File: src/rtl/cfgld_pkg.sv
package cfgld_pkg;
  typedef enum logic [1:0] {BC_START, BC_STOP, BC_WRITE, BC_READ} bus_cmd_e;

  localparam logic [7:0] A_AGE_LO   = 8'h01;
  localparam logic [7:0] A_AGE_HI   = 8'h02;
  localparam logic [7:0] A_VLAN     = 8'h03;
  localparam logic [7:0] A_UPLINK   = 8'h0B;
  localparam logic [7:0] A_BCAST    = 8'h0F;
  localparam logic [7:0] A_XON      = 8'h10;
  localparam logic [7:0] A_XOFF     = 8'h11;
  localparam logic [7:0] A_DISPORT  = 8'h12;
  localparam logic [7:0] A_SYSCTL   = 8'h13;
  localparam logic [7:0] A_STATIC1  = 8'h20;
  localparam logic [7:0] A_STATIC2  = 8'h27;
  localparam int         MAC_BYTES  = 6;

  localparam logic [15:0] DEF_AGE   = 16'd300;
  localparam logic [7:0]  DEF_BCAST = 8'hFF;
  localparam logic [7:0]  DEF_XON   = 8'h74;
  localparam logic [7:0]  DEF_XOFF  = 8'h30;

  function automatic logic [3:0] uplink_fix(logic [3:0] n);
    return (n[3] && n != 4'hF) ? 4'hF : n;
  endfunction
endpackage

File: src/rtl/cfgld_bus.sv
module cfgld_bus
  import cfgld_pkg::*;
#(
  parameter int QTR_CYC = 625
) (
  input  logic       clk_i,
  input  logic       rst_ni,
  input  logic       cmd_valid_i,
  input  bus_cmd_e   cmd_i,
  input  logic [7:0] wdata_i,
  input  logic       nack_i,
  output logic       op_done_o,
  output logic [7:0] rdata_o,
  output logic       ack_ok_o,
  output logic       scl_o,
  output logic       sda_oe_o,
  input  logic       sda_i
);
  localparam int QW = (QTR_CYC > 1) ? $clog2(QTR_CYC) : 1;

  logic          active_q;
  bus_cmd_e      cmd_q;
  logic [QW-1:0] qcnt_q;
  logic [1:0]    phase_q;
  logic [3:0]    bit_q;
  logic [7:0]    sh_q;
  logic          ack_q, done_q, scl_q, oe_q;
  logic          scl_d, oe_d;

  wire qend     = (qcnt_q == QW'(QTR_CYC - 1));
  wire single   = (cmd_q == BC_START) || (cmd_q == BC_STOP);
  wire last_bit = single || (bit_q == 4'd8);
  wire ack_slot = (bit_q == 4'd8);
  wire hi_phase = (phase_q == 2'd1) || (phase_q == 2'd2);

  always_comb begin
    scl_d = 1'b1;
    oe_d  = 1'b0;
    unique case (cmd_q)
      BC_START: begin scl_d = hi_phase; oe_d = phase_q[1]; end
      BC_STOP:  begin scl_d = (phase_q != 2'd0); oe_d = !phase_q[1]; end
      BC_WRITE: begin scl_d = hi_phase; oe_d = ack_slot ? 1'b0 : !sh_q[~bit_q[2:0]]; end
      BC_READ:  begin scl_d = hi_phase; oe_d = ack_slot ? !nack_i : 1'b0; end
      default:  ;
    endcase
  end

  always_ff @(posedge clk_i or negedge rst_ni) begin
    if (!rst_ni) begin
      active_q <= 1'b0;
      cmd_q    <= BC_STOP;
      qcnt_q   <= '0;
      phase_q  <= '0;
      bit_q    <= '0;
      sh_q     <= '0;
      ack_q    <= 1'b0;
      done_q   <= 1'b0;
      scl_q    <= 1'b1;
      oe_q     <= 1'b0;
    end else begin
      done_q <= 1'b0;
      if (!active_q) begin
        if (cmd_valid_i) begin
          active_q <= 1'b1;
          cmd_q    <= cmd_i;
          sh_q     <= (cmd_i == BC_WRITE) ? wdata_i : 8'h00;
          qcnt_q   <= '0;
          phase_q  <= '0;
          bit_q    <= '0;
        end
      end else begin
        scl_q <= scl_d;   // held while idle so the bus keeps its level between commands
        oe_q  <= oe_d;
        if (qend) begin
          qcnt_q <= '0;
          if (phase_q == 2'd1 && !single) begin
            if (ack_slot)               ack_q <= !sda_i;
            else if (cmd_q == BC_READ)  sh_q  <= {sh_q[6:0], sda_i};
          end
          if (phase_q == 2'd3) begin
            phase_q <= '0;
            if (last_bit) begin
              active_q <= 1'b0;
              done_q   <= 1'b1;
            end else begin
              bit_q <= bit_q + 4'd1;
            end
          end else begin
            phase_q <= phase_q + 2'd1;
          end
        end else begin
          qcnt_q <= qcnt_q + QW'(1);
        end
      end
    end
  end

  assign op_done_o = done_q;
  assign rdata_o   = sh_q;
  assign ack_ok_o  = ack_q;
  assign scl_o     = scl_q;
  assign sda_oe_o  = oe_q;

  // data only moves under a high clock to form start/stop
  assert_sda_under_scl_R3: assert property (@(posedge clk_i) disable iff (!rst_ni)
    (scl_o && $past(scl_o) && (sda_oe_o != $past(sda_oe_o)))
      |-> (cmd_q == BC_START || cmd_q == BC_STOP));

  assert_no_cmd_while_busy_R3: assert property (@(posedge clk_i) disable iff (!rst_ni)
    (active_q && !$past(done_q)) |-> !cmd_valid_i);
endmodule

File: src/rtl/cfgld_seq.sv
module cfgld_seq
  import cfgld_pkg::*;
#(
  parameter logic [6:0] DEV_ADDR = 7'h50
) (
  input  logic       clk_i,
  input  logic       rst_ni,
  input  logic       start_en_i,
  output logic       cmd_valid_o,
  output bus_cmd_e   cmd_o,
  output logic [7:0] wdata_o,
  output logic       nack_o,
  input  logic       op_done_i,
  input  logic       ack_ok_i,
  input  logic [7:0] rdata_i,
  output logic       wr_en_o,
  output logic [7:0] wr_addr_o,
  output logic [7:0] wr_data_o,
  output logic       done_o
);
  typedef enum logic [3:0] {
    ST_BOOT, ST_START1, ST_DEVW, ST_WADDR, ST_START2, ST_DEVR, ST_READ, ST_STOP, ST_DONE
  } seq_state_e;

  seq_state_e state_q;
  logic       wait_q;
  logic [7:0] addr_q, last_q;
  logic       wr_en_q;
  logic [7:0] wr_addr_q, wr_data_q;

  wire on_bus = !(state_q inside {ST_BOOT, ST_DONE});

  always_comb begin
    cmd_o   = BC_STOP;
    wdata_o = 8'h00;
    unique case (state_q)
      ST_START1, ST_START2: cmd_o = BC_START;
      ST_DEVW:  begin cmd_o = BC_WRITE; wdata_o = {DEV_ADDR, 1'b0}; end
      ST_WADDR: begin cmd_o = BC_WRITE; wdata_o = 8'h00; end
      ST_DEVR:  begin cmd_o = BC_WRITE; wdata_o = {DEV_ADDR, 1'b1}; end
      ST_READ:  cmd_o = BC_READ;
      default:  ;
    endcase
  end

  assign cmd_valid_o = on_bus && !wait_q;
  // the byte at address 0 decides its own acknowledge
  assign nack_o = (addr_q == 8'h00) ? (rdata_i == 8'h00) : (addr_q == last_q);

  always_ff @(posedge clk_i or negedge rst_ni) begin
    if (!rst_ni) begin
      state_q   <= ST_BOOT;
      wait_q    <= 1'b0;
      addr_q    <= '0;
      last_q    <= '0;
      wr_en_q   <= 1'b0;
      wr_addr_q <= '0;
      wr_data_q <= '0;
    end else begin
      wr_en_q <= 1'b0;
      if (cmd_valid_o) wait_q <= 1'b1;
      if (state_q == ST_BOOT) begin
        state_q <= start_en_i ? ST_START1 : ST_DONE;
      end else if (on_bus && wait_q && op_done_i) begin
        wait_q <= 1'b0;
        unique case (state_q)
          ST_START1: state_q <= ST_DEVW;
          ST_DEVW:   state_q <= ack_ok_i ? ST_WADDR  : ST_STOP;
          ST_WADDR:  state_q <= ack_ok_i ? ST_START2 : ST_STOP;
          ST_START2: state_q <= ST_DEVR;
          ST_DEVR:   state_q <= ack_ok_i ? ST_READ   : ST_STOP;
          ST_READ: begin
            wr_en_q   <= 1'b1;
            wr_addr_q <= addr_q;
            wr_data_q <= rdata_i;
            if (addr_q == 8'h00) last_q <= rdata_i;
            if (nack_o) state_q <= ST_STOP;
            else        addr_q  <= addr_q + 8'd1;
          end
          ST_STOP:   state_q <= ST_DONE;
          default:   ;
        endcase
      end
    end
  end

  assign wr_en_o   = wr_en_q;
  assign wr_addr_o = wr_addr_q;
  assign wr_data_o = wr_data_q;
  assign done_o    = (state_q == ST_DONE);

  assert_done_sticky_R11: assert property (@(posedge clk_i) disable iff (!rst_ni)
    done_o |=> done_o);

  assert_within_burst_R4: assert property (@(posedge clk_i) disable iff (!rst_ni)
    (wr_en_o && wr_addr_o != 8'h00) |-> (wr_addr_o <= last_q));
endmodule

File: src/rtl/cfgld_regs.sv
module cfgld_regs
  import cfgld_pkg::*;
#(
  parameter int NUM_PORTS = 5
) (
  input  logic                   clk_i,
  input  logic                   rst_ni,
  input  logic                   wr_en_i,
  input  logic [7:0]             wr_addr_i,
  input  logic [7:0]             wr_data_i,
  output logic [15:0]            age_time_o,
  output logic [NUM_PORTS*8-1:0] vlan_mask_o,
  output logic [NUM_PORTS*4-1:0] uplink_o,
  output logic [7:0]             bcast_th_o,
  output logic [7:0]             xon_th_o,
  output logic [7:0]             xoff_th_o,
  output logic [7:0]             dis_port_o,
  output logic                   enh_bp_o,
  output logic                   static_valid_o,
  output logic [47:0]            static_mac_o,
  output logic [2:0]             static_port_o
);
  for (genvar p = 0; p < NUM_PORTS; p++) begin : g_port
    localparam logic [7:0] VLAN_ADDR = A_VLAN + 8'(p);
    localparam logic [7:0] UPL_ADDR  = A_UPLINK + 8'(p / 2);
    localparam bit         UPL_HI    = (p % 2) == 1;
    localparam logic [7:0] VLAN_DEF  = ~(8'h01 << p);

    wire [3:0] nib = UPL_HI ? wr_data_i[7:4] : wr_data_i[3:0];

    always_ff @(posedge clk_i or negedge rst_ni) begin
      if (!rst_ni) begin
        vlan_mask_o[p*8 +: 8] <= VLAN_DEF;
        uplink_o[p*4 +: 4]    <= 4'hF;
      end else if (wr_en_i) begin
        if (wr_addr_i == VLAN_ADDR) vlan_mask_o[p*8 +: 8] <= wr_data_i;
        if (wr_addr_i == UPL_ADDR)  uplink_o[p*4 +: 4]    <= uplink_fix(nib);
      end
    end

    assert_uplink_legal_R7: assert property (@(posedge clk_i) disable iff (!rst_ni)
      (!uplink_o[p*4+3] || uplink_o[p*4 +: 4] == 4'hF));
  end

  logic [47:0] stage_q;
  wire  [7:0]  off1 = wr_addr_i - A_STATIC1;
  wire  [7:0]  off2 = wr_addr_i - A_STATIC2;
  wire         in1  = off1 < 8'(MAC_BYTES);
  wire         in2  = off2 < 8'(MAC_BYTES);
  wire  [2:0]  idx  = in1 ? off1[2:0] : off2[2:0];
  wire         port_byte = (off1 == 8'(MAC_BYTES)) || (off2 == 8'(MAC_BYTES));

  always_ff @(posedge clk_i or negedge rst_ni) begin
    if (!rst_ni) begin
      age_time_o     <= DEF_AGE;
      bcast_th_o     <= DEF_BCAST;
      xon_th_o       <= DEF_XON;
      xoff_th_o      <= DEF_XOFF;
      dis_port_o     <= 8'h00;
      enh_bp_o       <= 1'b0;
      stage_q        <= '0;
      static_valid_o <= 1'b0;
      static_mac_o   <= '0;
      static_port_o  <= '0;
    end else begin
      static_valid_o <= 1'b0;
      if (wr_en_i) begin
        unique case (wr_addr_i)
          A_AGE_LO:  age_time_o[7:0]  <= wr_data_i;
          A_AGE_HI:  age_time_o[15:8] <= wr_data_i;
          A_BCAST:   bcast_th_o       <= wr_data_i;
          A_XON:     xon_th_o         <= wr_data_i;
          A_XOFF:    xoff_th_o        <= wr_data_i;
          A_DISPORT: dis_port_o       <= wr_data_i;
          A_SYSCTL:  enh_bp_o         <= wr_data_i[0];
          default:   ;
        endcase
        if (in1 || in2) stage_q[idx*8 +: 8] <= wr_data_i;
        if (port_byte) begin
          static_mac_o   <= stage_q;
          static_port_o  <= wr_data_i[2:0];
          static_valid_o <= 1'b1;
        end
      end
    end
  end

  assert_static_pulse_R9: assert property (@(posedge clk_i) disable iff (!rst_ni)
    static_valid_o |=> !static_valid_o);
endmodule

File: src/rtl/cfgld_loader.sv
module cfgld_loader
  import cfgld_pkg::*;
#(
  parameter int         QTR_CYC   = 625,
  parameter logic [6:0] DEV_ADDR  = 7'h50,
  parameter int         NUM_PORTS = 5
) (
  input  logic                   clk_i,
  input  logic                   rst_ni,
  input  logic                   if_en_i,
  input  logic                   autoload_i,
  output logic                   scl_o,
  input  logic                   sda_i,
  output logic                   sda_oe_o,
  output logic                   done_o,
  output logic [15:0]            age_time_o,
  output logic [NUM_PORTS*8-1:0] vlan_mask_o,
  output logic [NUM_PORTS*4-1:0] uplink_o,
  output logic [7:0]             bcast_th_o,
  output logic [7:0]             xon_th_o,
  output logic [7:0]             xoff_th_o,
  output logic [7:0]             dis_port_o,
  output logic                   enh_bp_o,
  output logic                   static_valid_o,
  output logic [47:0]            static_mac_o,
  output logic [2:0]             static_port_o
);
  logic       cmd_valid, nack, op_done, ack_ok, wr_en;
  bus_cmd_e   cmd;
  logic [7:0] wdata, rdata, wr_addr, wr_data;

  cfgld_seq #(.DEV_ADDR(DEV_ADDR)) u_seq (
    .clk_i, .rst_ni,
    .start_en_i  (if_en_i & autoload_i),
    .cmd_valid_o (cmd_valid),
    .cmd_o       (cmd),
    .wdata_o     (wdata),
    .nack_o      (nack),
    .op_done_i   (op_done),
    .ack_ok_i    (ack_ok),
    .rdata_i     (rdata),
    .wr_en_o     (wr_en),
    .wr_addr_o   (wr_addr),
    .wr_data_o   (wr_data),
    .done_o      (done_o)
  );

  cfgld_bus #(.QTR_CYC(QTR_CYC)) u_bus (
    .clk_i, .rst_ni,
    .cmd_valid_i (cmd_valid),
    .cmd_i       (cmd),
    .wdata_i     (wdata),
    .nack_i      (nack),
    .op_done_o   (op_done),
    .rdata_o     (rdata),
    .ack_ok_o    (ack_ok),
    .scl_o       (scl_o),
    .sda_oe_o    (sda_oe_o),
    .sda_i       (sda_i)
  );

  cfgld_regs #(.NUM_PORTS(NUM_PORTS)) u_regs (
    .clk_i, .rst_ni,
    .wr_en_i        (wr_en),
    .wr_addr_i      (wr_addr),
    .wr_data_i      (wr_data),
    .age_time_o     (age_time_o),
    .vlan_mask_o    (vlan_mask_o),
    .uplink_o       (uplink_o),
    .bcast_th_o     (bcast_th_o),
    .xon_th_o       (xon_th_o),
    .xoff_th_o      (xoff_th_o),
    .dis_port_o     (dis_port_o),
    .enh_bp_o       (enh_bp_o),
    .static_valid_o (static_valid_o),
    .static_mac_o   (static_mac_o),
    .static_port_o  (static_port_o)
  );

  assert_idle_after_done_R11: assert property (@(posedge clk_i) disable iff (!rst_ni)
    (done_o && $past(done_o)) |-> (scl_o && !sda_oe_o));

  assert_no_write_after_done_R11: assert property (@(posedge clk_i) disable iff (!rst_ni)
    $past(done_o) |-> !wr_en);
endmodule

File: config.mk
export PLATFORM = sky130hd
export DESIGN_NAME = cfgld_loader
export DESIGN_NICKNAME = d
export VERILOG_FILES = /design/src/rtl/cfgld_pkg.sv /design/src/rtl/cfgld_bus.sv /design/src/rtl/cfgld_seq.sv /design/src/rtl/cfgld_regs.sv /design/src/rtl/cfgld_loader.sv
export SDC_FILE = /design/constraint.sdc
export NUM_CORES = 1
export LEC_CHECK = 0
export CAP_MARGIN = 5
export CORE_MARGIN = 5
export CORE_UTILIZATION = 50
export DETAILED_ROUTE_END_ITERATION = 8
export GPL_ROUTABILITY_DRIVEN = 0
export PLACE_DENSITY = 0.84
export SLEW_MARGIN = 20
export SYNTH_ARGS = -nofsm -noshare
export SYNTH_HDL_FRONTEND = slang
export SYNTH_SLANG_ARGS = --single-unit
File: constraint.sdc
create_clock -name clk_i -period 8.4 [get_ports clk_i]
set_input_delay 1.68 -clock clk_i [delete_from_list [all_inputs] [get_ports clk_i]]
set_output_delay 1.68 -clock clk_i [all_outputs]
set_load 0.01 [all_outputs]
# After elaboration in Yosys (flattened, before gate mapping)
# Index checks and enable logic that the tools add are counted.
[totals]
inputBits = 5
ff_bits = 278
output_inout_bits = 164
[classes]
mux = 57
n_reduce_logical = 56
bitwise_logic = 5
addsub = 7
eq_ne = 44
shifts = 2
n_lt_le_gt_ge = 3
[ops]
columns = ["operator", "n"]
rows = [
  ["8-bit two-way mux", 7],
  ["48-bit bitwise mux", 1],
  ["8-bit by 3-bit equality test with 1-bit output (second input constant)", 6],
  ["8-bit by 34-bit variable shift with 48-bit output (first input constant)", 1],
  ["8-bit by 34-bit indexed part select with 48-bit output", 1],
  ["4-bit two-way mux", 11],
  ["2-bit AND reduction", 19],
  ["6-bit negation with 34-bit output", 1],
  ["8-bit by 4-bit equality test with 1-bit output (second input constant)", 4],
  ["8-bit by 5-bit equality test with 1-bit output (second input constant)", 4],
  ["10-bit two-way mux", 3],
  ["4-bit case mux with 7 select lines", 1],
  ["1-bit two-way mux", 22],
  ["4-bit by 3-bit equality test with 1-bit output (second input constant)", 4],
  ["8-bit by 2-bit equality test with 1-bit output (second input constant)", 2],
  ["8-bit logical NOT", 2],
  ["8-bit by 3-bit less-than comparator with 1-bit output (second input constant)", 2],
  ["8-bit case mux with 2 select lines", 1],
  ["4-bit AND reduction", 4],
  ["8-bit by 6-bit subtractor with 8-bit output (second input constant)", 2],
  ["2-bit inequality test (second input constant)", 6],
  ["10-bit by 1-bit adder with 10-bit output (second input constant)", 1],
  ["10-bit equality test (second input constant)", 1],
  ["2-bit equality test (second input constant)", 5],
  ["32 further kinds", 63],
]

# Logic depth before layout (Yosys ltp)
[logic_depth]
ltp_word = 7
depth_mapped = 14
ltp_nobuf = 13

# Cells and area by module
# A second synthesis with hierarchy kept.
[unflattened]
hier_cells = 1079
hier_area_um2 = 12952.4
[modules_own_cells]
columns = ["module", "area_each_um2", "cells_each", "n_inst"]
rows = [
  ["cfgld_regs", 9257.6, 710, 1],
  ["cfgld_seq", 1931.9, 187, 1],
  ["cfgld_bus", 1756.7, 181, 1],
  ["cfgld_loader", 6.3, 1, 1],
]

# Worst setup path before layout
# OpenSTA, ideal clock, no wires.
[synth_path]
path_type = "reg-to-reg"
startpoint = "register u_seq.wr_addr_q[5] (netlist: u_seq.wr_addr_o[5])"
endpoint = "register u_regs.stage_q[0]"
path_stages_with_launch = 15
t_arrival_ps = 3392
setup_slack_ps = 4886
synth_period_minus_slack_ps = 3514
path_cell_list = "dfrtp_1 inv_1 ha_1 and4bb_4 nand3_1 clkbuf_1 nor2_1 or2_2 ha_1 ha_1 nand4bb_1 nor2_1 a32oi_1 or2_2 o221a_2"
[synth_between]
elab_chain_len = 6
word_cells_on_any_way = 11
classes_between = "add/sub: 3; order compare: 2; shift: 2; mux: 2; reduce/logical: 2"
[synth_lines]
columns = ["element", "line_no", "text"]
rows = [
  ["from (decl)", "cfgld_seq.sv:29", "logic [7:0] wr_addr_q, wr_data_q;"],
  ["from (signal assigned)", "cfgld_seq.sv:74", "wr_addr_q <= addr_q;"],
  ["8-bit by 6-bit subtractor with 8-bit output", "cfgld_regs.sv:46", "wire [7:0] off1 = wr_addr_i - A_STATIC1;"],
  ["8-bit by 3-bit less-than comparator with 1-bit output", "cfgld_regs.sv:48", "wire in1 = off1 < 8'(MAC_BYTES);"],
  ["3-bit two-way mux", "cfgld_regs.sv:50", "wire [2:0] idx = in1 ? off1[2:0] : off2[2:0];"],
  ["6-bit negation with 34-bit output", "cfgld_regs.sv:78", "if (in1 || in2) stage_q[idx*8 +: 8] <= wr_data_i;"],
  ["8-bit by 34-bit indexed part select with 48-bit output or 8-bit by 34-bit variable shift with 48-bit output (tied branches)", "cfgld_regs.sv:78", ""],
  ["48-bit bitwise mux", "cfgld_regs.sv:78", ""],
  ["to (signal, indexed assignment)", "cfgld_regs.sv:78", ""],
  ["to (decl)", "cfgld_regs.sv:45", "logic [47:0] stage_q;"],
]
# Parallel ways exist; a longest one is shown, timed or not.
# A chain may end at the register's enable or synchronous reset.

# Worst setup path after layout
[layout_path]
startpoint = "register u_seq.wr_addr_q[5] (netlist: u_seq.wr_addr_o[5])"
endpoint = "register u_regs.stage_q[4]"
# The elaborated chain is that of the path after synthesis.

==> results.md <==
- Status: completed
- Aggregate global-route resource usage: 21.2%
- Vias in the first global route: between 8k and 9k
- Period utilisation layout: 46.4%
- Detailed-route wire length: 29500 um
- Seq/Total Area, Yosys: 58.4%
- NumNets Final: between 1k and 1.5k
- Total of flip-flops plus latches after synthesis: roughly 280
- Total number of vias: 8469
- Share of final-layout standard cells stronger than drive strength 1: 26.4%
- Horizontal die dimension: 165 um
- Antenna fix cells: 0
- Yosys Warn Count: 0
- Library cells used by synthesis: 68
- Most heavily used metal layer in global routing: met2
- Clk pin slew, worst setup/hold paths: ~60 ps
- Avg Vias per Cell: 5.62
- Maximum number of pins on one net before global-route repair: about 150
- Setup TNS: 0 ps
- Syn Std Cell Area: 12100 um2
- Final hold violations: 0
- Average instance area after synthesis: 11.9 um2
- # rows: 56
- Multi-input logic area: 4650 um2
- Placeable core region: 23600 um2
- EDFF count, synth: 0
- Highest-count cells in the layout ignoring fill and taps: sky130_fd_sc_hd__dfrtp_1, sky130_fd_sc_hd__clkdlybuf4s50_1, sky130_fd_sc_hd__mux2_2
- GR met1 Demand/Resource: 29.3%
- Slew at the pin closest to its max-slew limit: 832 ps
- Worst-Skew Late Latency: 550 ps
- Async set-or-reset flop fraction in the synthesized netlist: between 90% and 100%
- Clock Skews: roughly 20 ps
- Setup repair after global routing missed its margin: no
- Total of endpoints with negative setup slack in the final report: 0
- Min cycle time layout: 3900 ps
- Element type at the critical path end: flip-flop
- GRT met2 Usage: a little over a third
- Number of pins exceeding their max-slew limit in the final report: 0
- Path class of the lowest-slack min-delay path: reg -> reg
- Number of port buffers: 168
- PD cells: 176 nW/um2
- Total clock buffers created by CTS: 29
- PostCTS Resize Cnt: 0
- Post-detailed-route count of antenna-violating nets: 0
- Gate Count Post-Synth: 1013
- Die Outline Area: 27400 um2
- Top Ports: 169
- Worst IR Drop VDD: roughly 0.13 mV
- Buffer levels on the longest clock path: 3
- Drt pass-1 iters: 5
- Post-CTS Setup Repair Bufs: 0
- TritonCTS clock tree: done
- # hold bufs at CTS: 0
- Number of filler instances in the final layout: 1749
- Worst Setup Path Type: reg -> reg
- Max Clk Rate: roughly 0.26 GHz
- CTS Root Cell: sky130_fd_sc_hd__clkbuf_16
- Most frequent standard cell in the layout excluding fill and tap cells: sky130_fd_sc_hd__dfrtp_1
- Worst path required time: 8840 ps
- Worst Setup Start Kind: flip-flop
- H-tree lvl count: 1
- DR WL/cell: 19.6 um
- Die Span Y: 165 um
- Rel. slew slack: ~44%
- Dominant synthesized flop cell: sky130_fd_sc_hd__dfrtp_1
- Area of all sequential standard cells: 7050 um2
- Total grt overflow: 0
- TritonCTS sink count: 278
- Antenna violations before repair: 1
- Post-Synthesis Net Count: 1036
- Worst-path maximum fanout: 12
- Leakage Power: 6.50 nW
- Number of max-cap violations: 0
- Post-route core utilization: a little under two thirds
- Syn-to-layout area delta: 24.1%
- Wire length of the first global-routing pass: 46200 um
- Post-detail-place hpwl: 19900 um
- DRT iter0 DRCs: 700
- Critical Path AT: roughly 4300 ps
- Count of unresolved DRC violations after routing: 0
- Starting utilization of the core area: 51.1%
- Global-route met3 utilization: 3.65%
## final cells by class
type                       instances  share of cell area (%)
sequential                       278                    47.1
clock inverter                     7                   0.359
timing repair buffer             171                    11.6
clock buffer                      47                    6.05
tap                              319                    2.66
inverter                          47                    1.18
multi-input combinational        637                    31.1
## flip-flops by register name, summed over array words and instances (netlist names), 2 cells and up
| register | flops |
|---|---|
| u_regs.age_time_o | 16 |
| u_regs.xon_th_o | 8 |
| u_bus.cmd_q | 2 |
| u_regs.uplink_o | 20 |
| u_regs.static_port_o | 3 |
| u_seq.addr_q | 8 |
| u_bus.rdata_o | 8 |
| u_seq.wr_data_o | 8 |
| u_regs.vlan_mask_o | 40 |
| u_regs.xoff_th_o | 8 |
| u_seq.state_q | 4 |
| u_bus.bit_q | 4 |
| u_regs.static_mac_o | 48 |
| u_regs.stage_q | 48 |
| u_regs.dis_port_o | 8 |
| u_seq.wr_addr_o | 8 |
| u_bus.phase_q | 2 |
| u_bus.qcnt_q | 10 |
| u_seq.last_q | 8 |
| u_regs.bcast_th_o | 8 |
## through the flow
stage	setup slack [ps]	instances	power (W)	instance area (um2)	hold slack, ps
final	4500	1506	0.00263	15000	483
after global routing	4300	1506	0.00271	15000	499
after CTS	4520	1505	0.00265	14900	483
after detailed placement	4580	1451	0.00140	14000	474
after global placement	4760	1451	0.00140	14000	462
after floorplan	4890	1013	0.00137	12100	470
## power breakdown
| group | switching (W) | total [W] | internal, W |
|---|---|---|---|
| combinational | 0.0000264 | 0.0000320 | 0.00000564 |
| sequential | 0.00000140 | 0.00134 | 0.00134 |
| clock | 0.000518 | 0.00126 | 0.000740 |
| total | 0.000546 | 0.00263 | 0.00209 |
## Yosys cell counts (4+ instances only)
cell type,number,area [um2]
sky130_fd_sc_hd__a21oi_1,8,40.0
sky130_fd_sc_hd__a22o_1,4,35.0
sky130_fd_sc_hd__a31oi_1,4,25.0
sky130_fd_sc_hd__a32oi_1,8,70.1
sky130_fd_sc_hd__and3_1,6,37.5
sky130_fd_sc_hd__buf_2,11,55.1
sky130_fd_sc_hd__clkbuf_1,36,135
sky130_fd_sc_hd__dfrtp_1,203,5080
sky130_fd_sc_hd__dfstp_2,75,1970
sky130_fd_sc_hd__ha_1,18,225
sky130_fd_sc_hd__inv_1,47,176
sky130_fd_sc_hd__mux2_2,149,1680
sky130_fd_sc_hd__mux2i_1,9,90.1
sky130_fd_sc_hd__nand2_1,122,458
sky130_fd_sc_hd__nand2b_1,4,25.0
sky130_fd_sc_hd__nand3_1,20,100
sky130_fd_sc_hd__nand3b_1,4,30.0
sky130_fd_sc_hd__nand4_1,9,56.3
sky130_fd_sc_hd__nor2_1,47,176
sky130_fd_sc_hd__nor2_2,4,25.0
sky130_fd_sc_hd__nor2b_1,5,31.3
sky130_fd_sc_hd__nor3_1,10,50.1
sky130_fd_sc_hd__nor4_1,9,56.3
sky130_fd_sc_hd__o21ai_0,91,455
sky130_fd_sc_hd__o221a_2,8,90.1
sky130_fd_sc_hd__o32ai_1,8,70.1
sky130_fd_sc_hd__or2_2,10,62.6
sky130_fd_sc_hd__xnor2_1,17,149
sky130_fd_sc_hd__xor2_1,10,87.6
## worst max-delay path: stages (launching register included)
cell and delay [ps]:
sky130_fd_sc_hd__dfrtp_1 440, sky130_fd_sc_hd__inv_1 120, sky130_fd_sc_hd__ha_1 330, sky130_fd_sc_hd__and4bb_4 230, sky130_fd_sc_hd__nand3_1 380, sky130_fd_sc_hd__nor2_1 100, sky130_fd_sc_hd__or2_2 300, sky130_fd_sc_hd__ha_1 230
sky130_fd_sc_hd__ha_1 330, sky130_fd_sc_hd__nand4bb_1 270, sky130_fd_sc_hd__nor2_1 440, sky130_fd_sc_hd__a32oi_1 190, sky130_fd_sc_hd__or2_2 320, sky130_fd_sc_hd__o221a_2 120
## worst paths after layout
kind	from	endpoint	slack, ps	cells past startpoint
max	u_seq.wr_addr_o[5]	u_regs.stage_q[4]	4500	13
min reg2reg	u_regs.uplink_o[19]	u_regs.uplink_o[19]	480	2
min	u_regs.uplink_o[19]	u_regs.uplink_o[19]	480	2
max reg2reg	u_seq.wr_addr_o[5]	u_regs.stage_q[4]	4500	13
max in group asynchronous	rst_ni	u_regs.dis_port_o[1]	5810	3
min in group asynchronous	rst_ni	u_regs.static_mac_o[6]	1070	1
## routing by layer
metal / wire, um / vias up / part of all wire, %
met4: 816 / 0 / 2.8
met3: 1890 / 62 / 6.4
met1: 12600 / 4255 / 43
met5: 0 / - / 0
met2: 14200 / 305 / 48
li1: - / 3847 / -
## kinds of logic (layout without fill, tap and decap cells)
group	count (synthesis)	after routing	synth area share, %
fa+ha+maj	18	18	1.87
mux	158	158	14.6
flops	278	278	58.4
simple gates	269	269	10.6
xor+xnor	28	28	2.09
buf+inv	98	272	3.22
compound gates	164	164	9.19
No activity file was read; power rests on OpenSTA's default activity.
